**src/rtl/thr_pkg.sv**
```systemverilog
package thr_pkg;

  typedef enum logic {
    ST_MON = 1'b0,
    ST_THR = 1'b1
  } thr_state_e;

  // index of the last cycle of a programmed length; a zero length acts as one
  function automatic logic [31:0] last_idx(input logic [31:0] len);
    return (len == 32'd0) ? 32'd0 : len - 32'd1;
  endfunction

  // number of set strobes in one cycle
  function automatic logic [31:0] ones(input logic [31:0] v);
    logic [31:0] acc;
    acc = 32'd0;
    for (int i = 0; i < 32; i++) acc = acc + {31'd0, v[i]};
    return acc;
  endfunction

endpackage

```
**src/rtl/thr_slot_counter.sv**
```systemverilog
module thr_slot_counter #(
  parameter int CNT_W = 6
) (
  input  logic             clk,
  input  logic             rst_n,
  input  logic             clr,
  input  logic             restart,
  input  logic             inc,
  input  logic [CNT_W-1:0] threshold,
  output logic             over
);
  localparam logic [CNT_W-1:0] CNT_MAX = {CNT_W{1'b1}};

  logic [CNT_W-1:0] cnt;

  always_ff @(posedge clk) begin
    if (!rst_n)       cnt <= '0;
    else if (clr)     cnt <= '0;
    else if (restart) cnt <= {{(CNT_W-1){1'b0}}, inc};
    else if (inc && cnt != CNT_MAX) cnt <= cnt + 1'b1;
  end

  assign over = (cnt > threshold);


  sat_hold_chk: assert property (@(posedge clk) disable iff (!rst_n)
    (cnt == CNT_MAX && inc && !clr && !restart) |=> cnt == CNT_MAX);

  no_drop_chk: assert property (@(posedge clk) disable iff (!rst_n)
    (!clr && !restart) |=> cnt >= $past(cnt));

  restart_load_chk: assert property (@(posedge clk) disable iff (!rst_n)
    (restart && !clr) |=> cnt <= 1);
endmodule

```
**src/rtl/thr_throttle_fsm.sv**
```systemverilog
module thr_throttle_fsm
  import thr_pkg::*;
#(
  parameter int NUM_SLOTS = 4,
  parameter int SUB_W     = 8,
  parameter int NSUB_W    = 4,
  parameter int BUD_W     = 6
) (
  input  logic                 clk,
  input  logic                 rst_n,
  input  logic                 enable,
  input  logic                 trigger,
  input  logic [SUB_W-1:0]     sub_len,
  input  logic [NSUB_W-1:0]    sub_num,
  input  logic [BUD_W-1:0]     budget,
  input  logic [NUM_SLOTS-1:0] slot_access,
  output logic                 throttle_on,
  output logic                 issue_ok
);
  localparam int ISS_W = BUD_W + $clog2(NUM_SLOTS + 1);

  thr_state_e        state;
  logic [SUB_W-1:0]  sub_t;
  logic [NSUB_W-1:0] sub_idx;
  logic [ISS_W-1:0]  issued;
  logic              sub_last;
  logic              per_last;
  logic              spent;
  logic [ISS_W-1:0]  step;

  assign sub_last = (32'(sub_t) == last_idx(32'(sub_len)));
  assign per_last = (32'(sub_idx) == last_idx(32'(sub_num)));
  assign spent    = (state == ST_THR) && (issued >= ISS_W'(budget));
  assign step     = ISS_W'(ones(32'(slot_access)));

  always_ff @(posedge clk) begin
    if (!rst_n || !enable) begin
      state   <= ST_MON;
      sub_t   <= '0;
      sub_idx <= '0;
      issued  <= '0;
    end else begin
      case (state)
        ST_MON: begin
          if (trigger) begin
            state   <= ST_THR;
            sub_t   <= '0;
            sub_idx <= '0;
            issued  <= '0;
          end
        end
        default: begin
          if (sub_last) begin
            sub_t  <= '0;
            issued <= '0;
            if (per_last) begin
              state   <= ST_MON;
              sub_idx <= '0;
            end else begin
              sub_idx <= sub_idx + 1'b1;
            end
          end else begin
            sub_t <= sub_t + 1'b1;
            if (!spent) issued <= issued + step;
          end
        end
      endcase
    end
  end

  assign throttle_on = enable && (state == ST_THR);
  assign issue_ok    = !enable || !spent;


  sub_idx_range_chk: assert property (@(posedge clk) disable iff (!rst_n)
    (state == ST_THR) |-> 32'(sub_idx) <= last_idx(32'(sub_num)));

  permit_stays_low_chk: assert property (@(posedge clk) disable iff (!rst_n)
    (enable && throttle_on && !issue_ok && !sub_last) |=> (!issue_ok || !enable));

  permit_back_chk: assert property (@(posedge clk) disable iff (!rst_n)
    (throttle_on && sub_last) |=> issue_ok);
endmodule

```
**src/rtl/mem_thermal_throttle.sv**
```systemverilog
module mem_thermal_throttle
  import thr_pkg::*;
#(
  parameter int NUM_SLOTS = 4,
  parameter int CNT_W     = 6,
  parameter int WIN_W     = 10,
  parameter int SUB_W     = 8,
  parameter int NSUB_W    = 4,
  parameter int BUD_W     = 6
) (
  input  logic                 clk,
  input  logic                 rst_n,
  input  logic                 cfg_enable,
  input  logic [WIN_W-1:0]     cfg_win_len,
  input  logic [SUB_W-1:0]     cfg_sub_len,
  input  logic [NSUB_W-1:0]    cfg_sub_count,
  input  logic [BUD_W-1:0]     cfg_budget,
  input  logic [CNT_W-1:0]     cfg_threshold,
  input  logic [NUM_SLOTS-1:0] slot_access,
  input  logic                 event_clr,
  output logic                 issue_ok,
  output logic                 throttle_on,
  output logic                 event_flag
);
  // captured configuration, frozen while enabled
  logic [WIN_W-1:0]  win_len_q;
  logic [SUB_W-1:0]  sub_len_q;
  logic [NSUB_W-1:0] sub_cnt_q;
  logic [BUD_W-1:0]  budget_q;
  logic [CNT_W-1:0]  thr_q;

  always_ff @(posedge clk) begin
    if (!rst_n) begin
      win_len_q <= '0;
      sub_len_q <= '0;
      sub_cnt_q <= '0;
      budget_q  <= '0;
      thr_q     <= '0;
    end else if (!cfg_enable) begin
      win_len_q <= cfg_win_len;
      sub_len_q <= cfg_sub_len;
      sub_cnt_q <= cfg_sub_count;
      budget_q  <= cfg_budget;
      thr_q     <= cfg_threshold;
    end
  end

  // sampling window timer
  logic [WIN_W-1:0] win_cnt;
  logic             win_last;
  logic             mon_hold;

  assign mon_hold = !cfg_enable || throttle_on;
  assign win_last = (32'(win_cnt) == last_idx(32'(win_len_q)));

  always_ff @(posedge clk) begin
    if (!rst_n || mon_hold) win_cnt <= '0;
    else if (win_last)      win_cnt <= '0;
    else                    win_cnt <= win_cnt + 1'b1;
  end

  // per-slot activity counters
  logic [NUM_SLOTS-1:0] slot_over;

  for (genvar g = 0; g < NUM_SLOTS; g++) begin : g_slot
    thr_slot_counter #(.CNT_W(CNT_W)) u_cnt (
      .clk       (clk),
      .rst_n     (rst_n),
      .clr       (mon_hold),
      .restart   (win_last),
      .inc       (slot_access[g]),
      .threshold (thr_q),
      .over      (slot_over[g])
    );
  end

  logic trigger;
  assign trigger = cfg_enable && !throttle_on && (|slot_over);

  thr_throttle_fsm #(
    .NUM_SLOTS (NUM_SLOTS),
    .SUB_W     (SUB_W),
    .NSUB_W    (NSUB_W),
    .BUD_W     (BUD_W)
  ) u_fsm (
    .clk         (clk),
    .rst_n       (rst_n),
    .enable      (cfg_enable),
    .trigger     (trigger),
    .sub_len     (sub_len_q),
    .sub_num     (sub_cnt_q),
    .budget      (budget_q),
    .slot_access (slot_access),
    .throttle_on (throttle_on),
    .issue_ok    (issue_ok)
  );

  always_ff @(posedge clk) begin
    if (!rst_n)         event_flag <= 1'b0;
    else if (trigger)   event_flag <= 1'b1;
    else if (event_clr) event_flag <= 1'b0;
  end


  engage_chk: assert property (@(posedge clk) disable iff (!rst_n)
    trigger |=> (throttle_on || !cfg_enable));

  flag_set_chk: assert property (@(posedge clk) disable iff (!rst_n)
    trigger |=> event_flag);

  flag_hold_chk: assert property (@(posedge clk) disable iff (!rst_n)
    (event_flag && !event_clr) |=> event_flag);

  rearm_clean_chk: assert property (@(posedge clk) disable iff (!rst_n)
    ($fell(throttle_on) && cfg_enable) |-> (win_cnt == '0 && slot_over == '0));

  win_range_chk: assert property (@(posedge clk) disable iff (!rst_n)
    32'(win_cnt) <= last_idx(32'(win_len_q)));

  disabled_idle_chk: assert property (@(posedge clk) disable iff (!rst_n)
    !cfg_enable |=> (!throttle_on && issue_ok));

  cfg_frozen_chk: assert property (@(posedge clk) disable iff (!rst_n)
    (cfg_enable && $past(cfg_enable)) |-> ($stable(thr_q) && $stable(budget_q)));
endmodule

```
**config.mk**
```make
export PLATFORM = sky130hd
export DESIGN_NAME = mem_thermal_throttle
export DESIGN_NICKNAME = d
export VERILOG_FILES = /design/src/rtl/thr_pkg.sv /design/src/rtl/thr_slot_counter.sv /design/src/rtl/thr_throttle_fsm.sv /design/src/rtl/mem_thermal_throttle.sv
export SDC_FILE = /design/constraint.sdc
export NUM_CORES = 1
export LEC_CHECK = 0
export ABC_CLOCK_PERIOD_IN_PS = 3000
export BUFFER_PORTS_ARGS = -buffer_cell sky130_fd_sc_hd__buf_2
export CAP_MARGIN = 0
export CORE_MARGIN = 2
export CORE_UTILIZATION = 38
export DETAILED_ROUTE_END_ITERATION = 6
export SLEW_MARGIN = 5
export SYNTH_ARGS = -nofsm -noshare
export SYNTH_HDL_FRONTEND = slang
export SYNTH_SLANG_ARGS = --single-unit
```
**constraint.sdc**
```tcl
create_clock -name clk -period 3 [get_ports clk]
set_input_delay 0.15 -clock clk [delete_from_list [all_inputs] [get_ports clk]]
set_output_delay 0.15 -clock clk [all_outputs]
set_load 0.1 [all_outputs]
```
# Yosys cells after proc, flatten, opt, wreduce, memory -nomap -nowiden
# Index checks and enable logic that the tools add are counted.
# W data, S select, Z words.
# classes
add_sub_neg	14
magnitude_cmp	5
n_eq_ne	9
muxes	28
bitwise	1
n_reduce_logical	31
# ops
op	count
$mux W32	3
$mux W9	4
$eq A10 B32 Y1	1
$eq A4 B32 Y1	1
$eq A8 B32 Y1	1
$add A6 B1 Y6 const B	4
$gt A6 B6 Y1	4
$mux W8	3
$ne A6 B6 Y1 const B	4
$add A9 B1 Y9	2
$mux W4	4
$mux W1	14
$reduce_bool A2 Y1	6
$sub A10 B1 Y11 const B	1
$add A10 B1 Y10 const B	1
$logic_not A10 Y1	1
$add A9 B9 Y9	1
$ge A9 B6 Y1	1
$sub A8 B1 Y9 const B	1
$add A8 B1 Y8 const B	1
$logic_and A1 B1 Y1	8
$logic_not A8 Y1	1
$sub A4 B1 Y5 const B	1
$add A4 B1 Y4 const B	1
other kinds (11)	19
# word_totals
regBits	91
output_inout_bits	3
word_cells	107

# Logic depth before layout (Yosys ltp)
# logic_depth
ltp_word	7
ltp_mapped	12
depth_no_buf	12

# Cells and area by module
# Synthesis repeated with hierarchy kept, for this count alone.
# hier_totals
hier_cells	697
hier_area_um2	6090.8
# modules_own_cells
mod	instances	cells_each	area_per_inst_um2	seq_area_each_um2
mem_thermal_throttle	1	244	2225.9	900.9
thr_slot_counter	4	58	500.5	120.1
thr_throttle_fsm	1	221	1863.0	440.4

# Worst setup path after synthesis
# OpenSTA, ideal clock, no wires.
# synth_path
path_kind	input port to output port
start	input cfg_enable
end	output issue_ok
arrival_time_ns	2.646
path_slack_ns	0.204
cell_stages	4
path_buffers	2
cell_sequence	clkbuf_1 buf_1 and2_1 nand2_1
# synth_between
elab_chain_len	2
# synth_rtl
item	line	source
from (decl)	mem_thermal_throttle.sv:13	input logic cfg_enable,
$logic_not A1 Y1	thr_throttle_fsm.sv:72	assign issue_ok = !enable || !spent;
$logic_or A1 B1 Y1	thr_throttle_fsm.sv:72	
to (decl)	mem_thermal_throttle.sv:21	output logic issue_ok,
# Every way passes these cells.

# Worst setup path in the final report
# layout_path
start	register sub_len_q[0]
end	register u_fsm.issued[7]
# layout_between
elab_chain_len	5
# layout_rtl
item	line	source
from (decl)	mem_thermal_throttle.sv:27	logic [SUB_W-1:0] sub_len_q;
from (signal assigned)	mem_thermal_throttle.sv:41	sub_len_q <= cfg_sub_len;
$sub A8 B1 Y9 / $logic_not A8 Y1 (equally long branches)	thr_pkg.sv:10	return (len == 32'd0) ? 32'd0 : len - 32'd1;
$mux W32 (*)	thr_pkg.sv:10	
$eq A8 B32 Y1 (*)	thr_throttle_fsm.sv:31	assign sub_last = (32'(sub_t) == last_idx(32'(sub_len)));
$ne A3 B3 Y1 (no source line) / $mux W9 (equally long branches)	-	
$reduce_and A2 Y1 (no source line) / $mux W9 (equally long branches)	-	
to (signal assigned)	thr_throttle_fsm.sv:64	if (!spent) issued <= issued + step;
to (decl)	thr_throttle_fsm.sv:25	logic [ISS_W-1:0] issued;
# Every way passes the cells marked *; elsewhere a longest branch is shown, timed or not.
# A chain may end at the register's enable or synchronous reset.

==> qor.yml <==
critical-path-top-delay-family: "compound AO/OA/AOI/OAI gates"
yosys-top-cells-area: "dfxtp_1 32%, ha_1 10%, mux2i_1 7.5%, nor2b_1 4.3%, xor2_1 4.0%"
path_cells: "inv_1 > ha_1 > or3b_2 > a211oi_1 > a221oi_1 > a2111o_1 > o31ai_1 > buf_4 > a21oi_1 > and2_1"
powerDensity_mw_per_mm2: 492
worst_setup_path_start_kind: "register"
status: "complete, no violations"
synth_edf_count: 0
ys_seq_elements: 91
path_clk_slew_ns: 0.06
setup_tns_ns: 0
dieArea_mm2: 0.0158
power.total_w: 0.00315
cts_tree: "done"
cp.buffers_inverters: 2
antenna_found_initial: 0
avgViaCountPerCell: 5.36
portBuffers: 44
synth_flop_cell: "dfxtp_1"
synth_area_per_cell_um2: 8.92
worstPathMaxFanout: 5
synth_top_area_share: 0.324
drt_wl_total_mm: 12.7
startpoint: "sub_len_q[0]"
grt_overflow: 0
yosysSeqAreaShare: 0.324
max_freq_ghz: 0.348
io_pins: 45
relSlewSlack: 0.585
wire_per_inst_um: 14.7
start_util: 0.389
crit_required_ns: 3.24
vias: 4638
core_area_mm2: 0.0145
worstPathArrival_ns: 3.11
cts_sinks: 91
grt_use_total: 0.166
diodes: 0
clk_latency_ns: 0.35
p_leak_nw: 2.62
min_period_ns: 2.87
fp-row-count: 44
die-height_um: 126
hold_path_class: "in -> reg"
slew_violations: 0
crit_type: "reg -> reg"
peakVddDrop_mv: 0.313
finalHoldWorstSlack_ns: 0.0504
skew_ns: 0.00907
worst_setup_path_end_kind: "register"
grt_setup_unrepaired: "no"
yosysUniqueCellTypes: 67
place.gp.congestion: 0.879
drt_first_pass_iters: 4
cts_buffers: 9
hold_buffers: 0
die_w_um: 126
grt_pass1_vias: 4452
finalHoldViolCount: 0
nets: 766
yosysWarnings: 0
synth_cells: 631
maxCapViolations: 0
worst_slew_pin_slew_ns: 0.619
hp-start: "cfg_sub_count[0]"
grt_pass1_wl_mm: 21.5
yosysTopAreaCell: "dfxtp_1"
area_delta_synth_final_pct: 13.7
hpwl_mm: 9.39
syn_nets: 721
syn_area_mm2: 0.00563
rr_startpoint: "sub_len_q[0]"
cts_buffer_depth: 2
root_buffer: "clkbuf_16"
setup_viol: 0
htreeDepth: 3
async_flop_share: 0
drive_above_1_share: 0.120
fin_crit_sh: 0.957
grt_start_max_net_pins: 38
ant_nets: 0
critPathSlowestCell: "or3b_2"
drc_errors: 0
post-route-util: 0.442
drtIter0Drc: 260
cpPeakStageDelay_ns: 0.51
layout make-up:
type / count / area (um^2)
Timing Repair Buffer: 53 / 288
Fill cell: 1409 / 8080
Multi-Input combinational cell: 481 / 3570
Inverter: 40 / 150
Tap cell: 184 / 230
Clock inverter: 4 / 97.6
Sequential cell: 91 / 1820
Clock buffer: 12 / 246
logic make-up (layout without fill, tap and decap cells):
| group | after synthesis | after routing | synth area share |
|---|---|---|---|
| xor gates and xnor gates | 49 | 49 | 0.0811 |
| DFF | 91 | 91 | 0.324 |
| AOI/OAI and AO/OA | 114 | 115 | 0.143 |
| and+or+nand+nor | 227 | 227 | 0.222 |
| buffers and inverters | 60 | 109 | 0.0464 |
| muxes | 42 | 42 | 0.0747 |
| adders and majority gates | 48 | 48 | 0.109 |
final timing paths:
| check | depth (start not counted) | slack (ns) | end |
|---|---|---|---|
| worst max register to register | 10 | 0.13 | u_fsm.issued[7] |
| worst min-delay path | 3 | 0.05 | sub_cnt_q[0] |
| worst min register to register | 2 | 0.44 | u_fsm.issued[8] |
| worst max-delay path | 10 | 0.13 | u_fsm.issued[7] |
tightest hold or removal path: stages:
cell and delay [ns]:
buf_2 0.07, mux2i_1 0.05, nor2b_1 0.09
flip-flops by register name (all words and copies together) (netlist names):
name	cells
event_flag	1
u_fsm.sub_t	8
win_len_q	10
u_fsm.state	1
sub_len_q	8
budget_q	6
win_cnt	10
g_slot.u_cnt.cnt	24
u_fsm.sub_idx	4
sub_cnt_q	4
u_fsm.issued	9
thr_q	6
per-layer routing:
| layer | vias up | share of wire | GRT usage |
|---|---|---|---|
| met5 | - | 0 | 0 |
| met4 | 0 | 0.022 | 0.0686 |
| met3 | 18 | 0.033 | 0.0285 |
| met2 | 84 | 0.45 | 0.262 |
| met1 | 2172 | 0.50 | 0.225 |
| li1 | 2364 | - | - |
timing repair:
| item | CTS | global route |
|---|---|---|
| pin swaps | 0 | 1 |
| endpoints found under the setup margin | 1 | 7 |
| setup buffers | 0 | 0 |
| gates cloned | 0 | 1 |
| gates resized for setup | 1 | 5 |
cell usage after synthesis, types with 6 or more instances:
library cell and instances:
xnor2_1 21, nor2_1 47, mux2i_1 42, clkbuf_1 10, o21ai_0 17, and2_1 6, dfxtp_1 91, ha_1 46
a21boi_0 7, nor3_1 9, inv_1 40, nand3b_1 7, nand2b_1 8, nor2b_1 39, nand3_1 15, xor2_1 26
o32ai_1 6, nor4_1 9, nand4_1 18, nand2_1 33, a21oi_1 24, a31oi_1 13, and3_1 9
stage by stage:
| stage | worst slack [ns] | cells | cell area, um^2 |
|---|---|---|---|
| floorplan | 0.204 | 631 | 5630 |
| global placement | 0.128 | 848 | 6040 |
| detailed placement | -0.0281 | 848 | 6040 |
| CTS | 0.120 | 864 | 6380 |
| global route | 0.0307 | 865 | 6400 |
| finish | 0.129 | 865 | 6400 |
power breakdown:
part | internal [W] | switching (W) | total (W)
logic | 0.000231 | 0.000304 | 0.000535
registers | 0.00125 | 0.0000482 | 0.00129
clock network | 0.000838 | 0.000485 | 0.00132
layout by cell type, fill, tap and decap left out, types with 6 or more instances in the layout:
cell	count
dfxtp_1	91
nor2_1	47
ha_1	46
buf_2	44
mux2i_1	42
inv_1	40
nor2b_1	39
nand2_1	33
xor2_1	26
a21oi_1	24
xnor2_1	21
nand4_1	18
nand3_1	15
o21ai_0	14
a31oi_1	13
nor4_1	9
and3_1	9
clkbuf_16	9
buf_4	9
nor3_1	8
nand2b_1	8
a21boi_0	7
nand3b_1	7
and2_1	6
o32ai_1	6
Power figures use the tool's default switching activity.
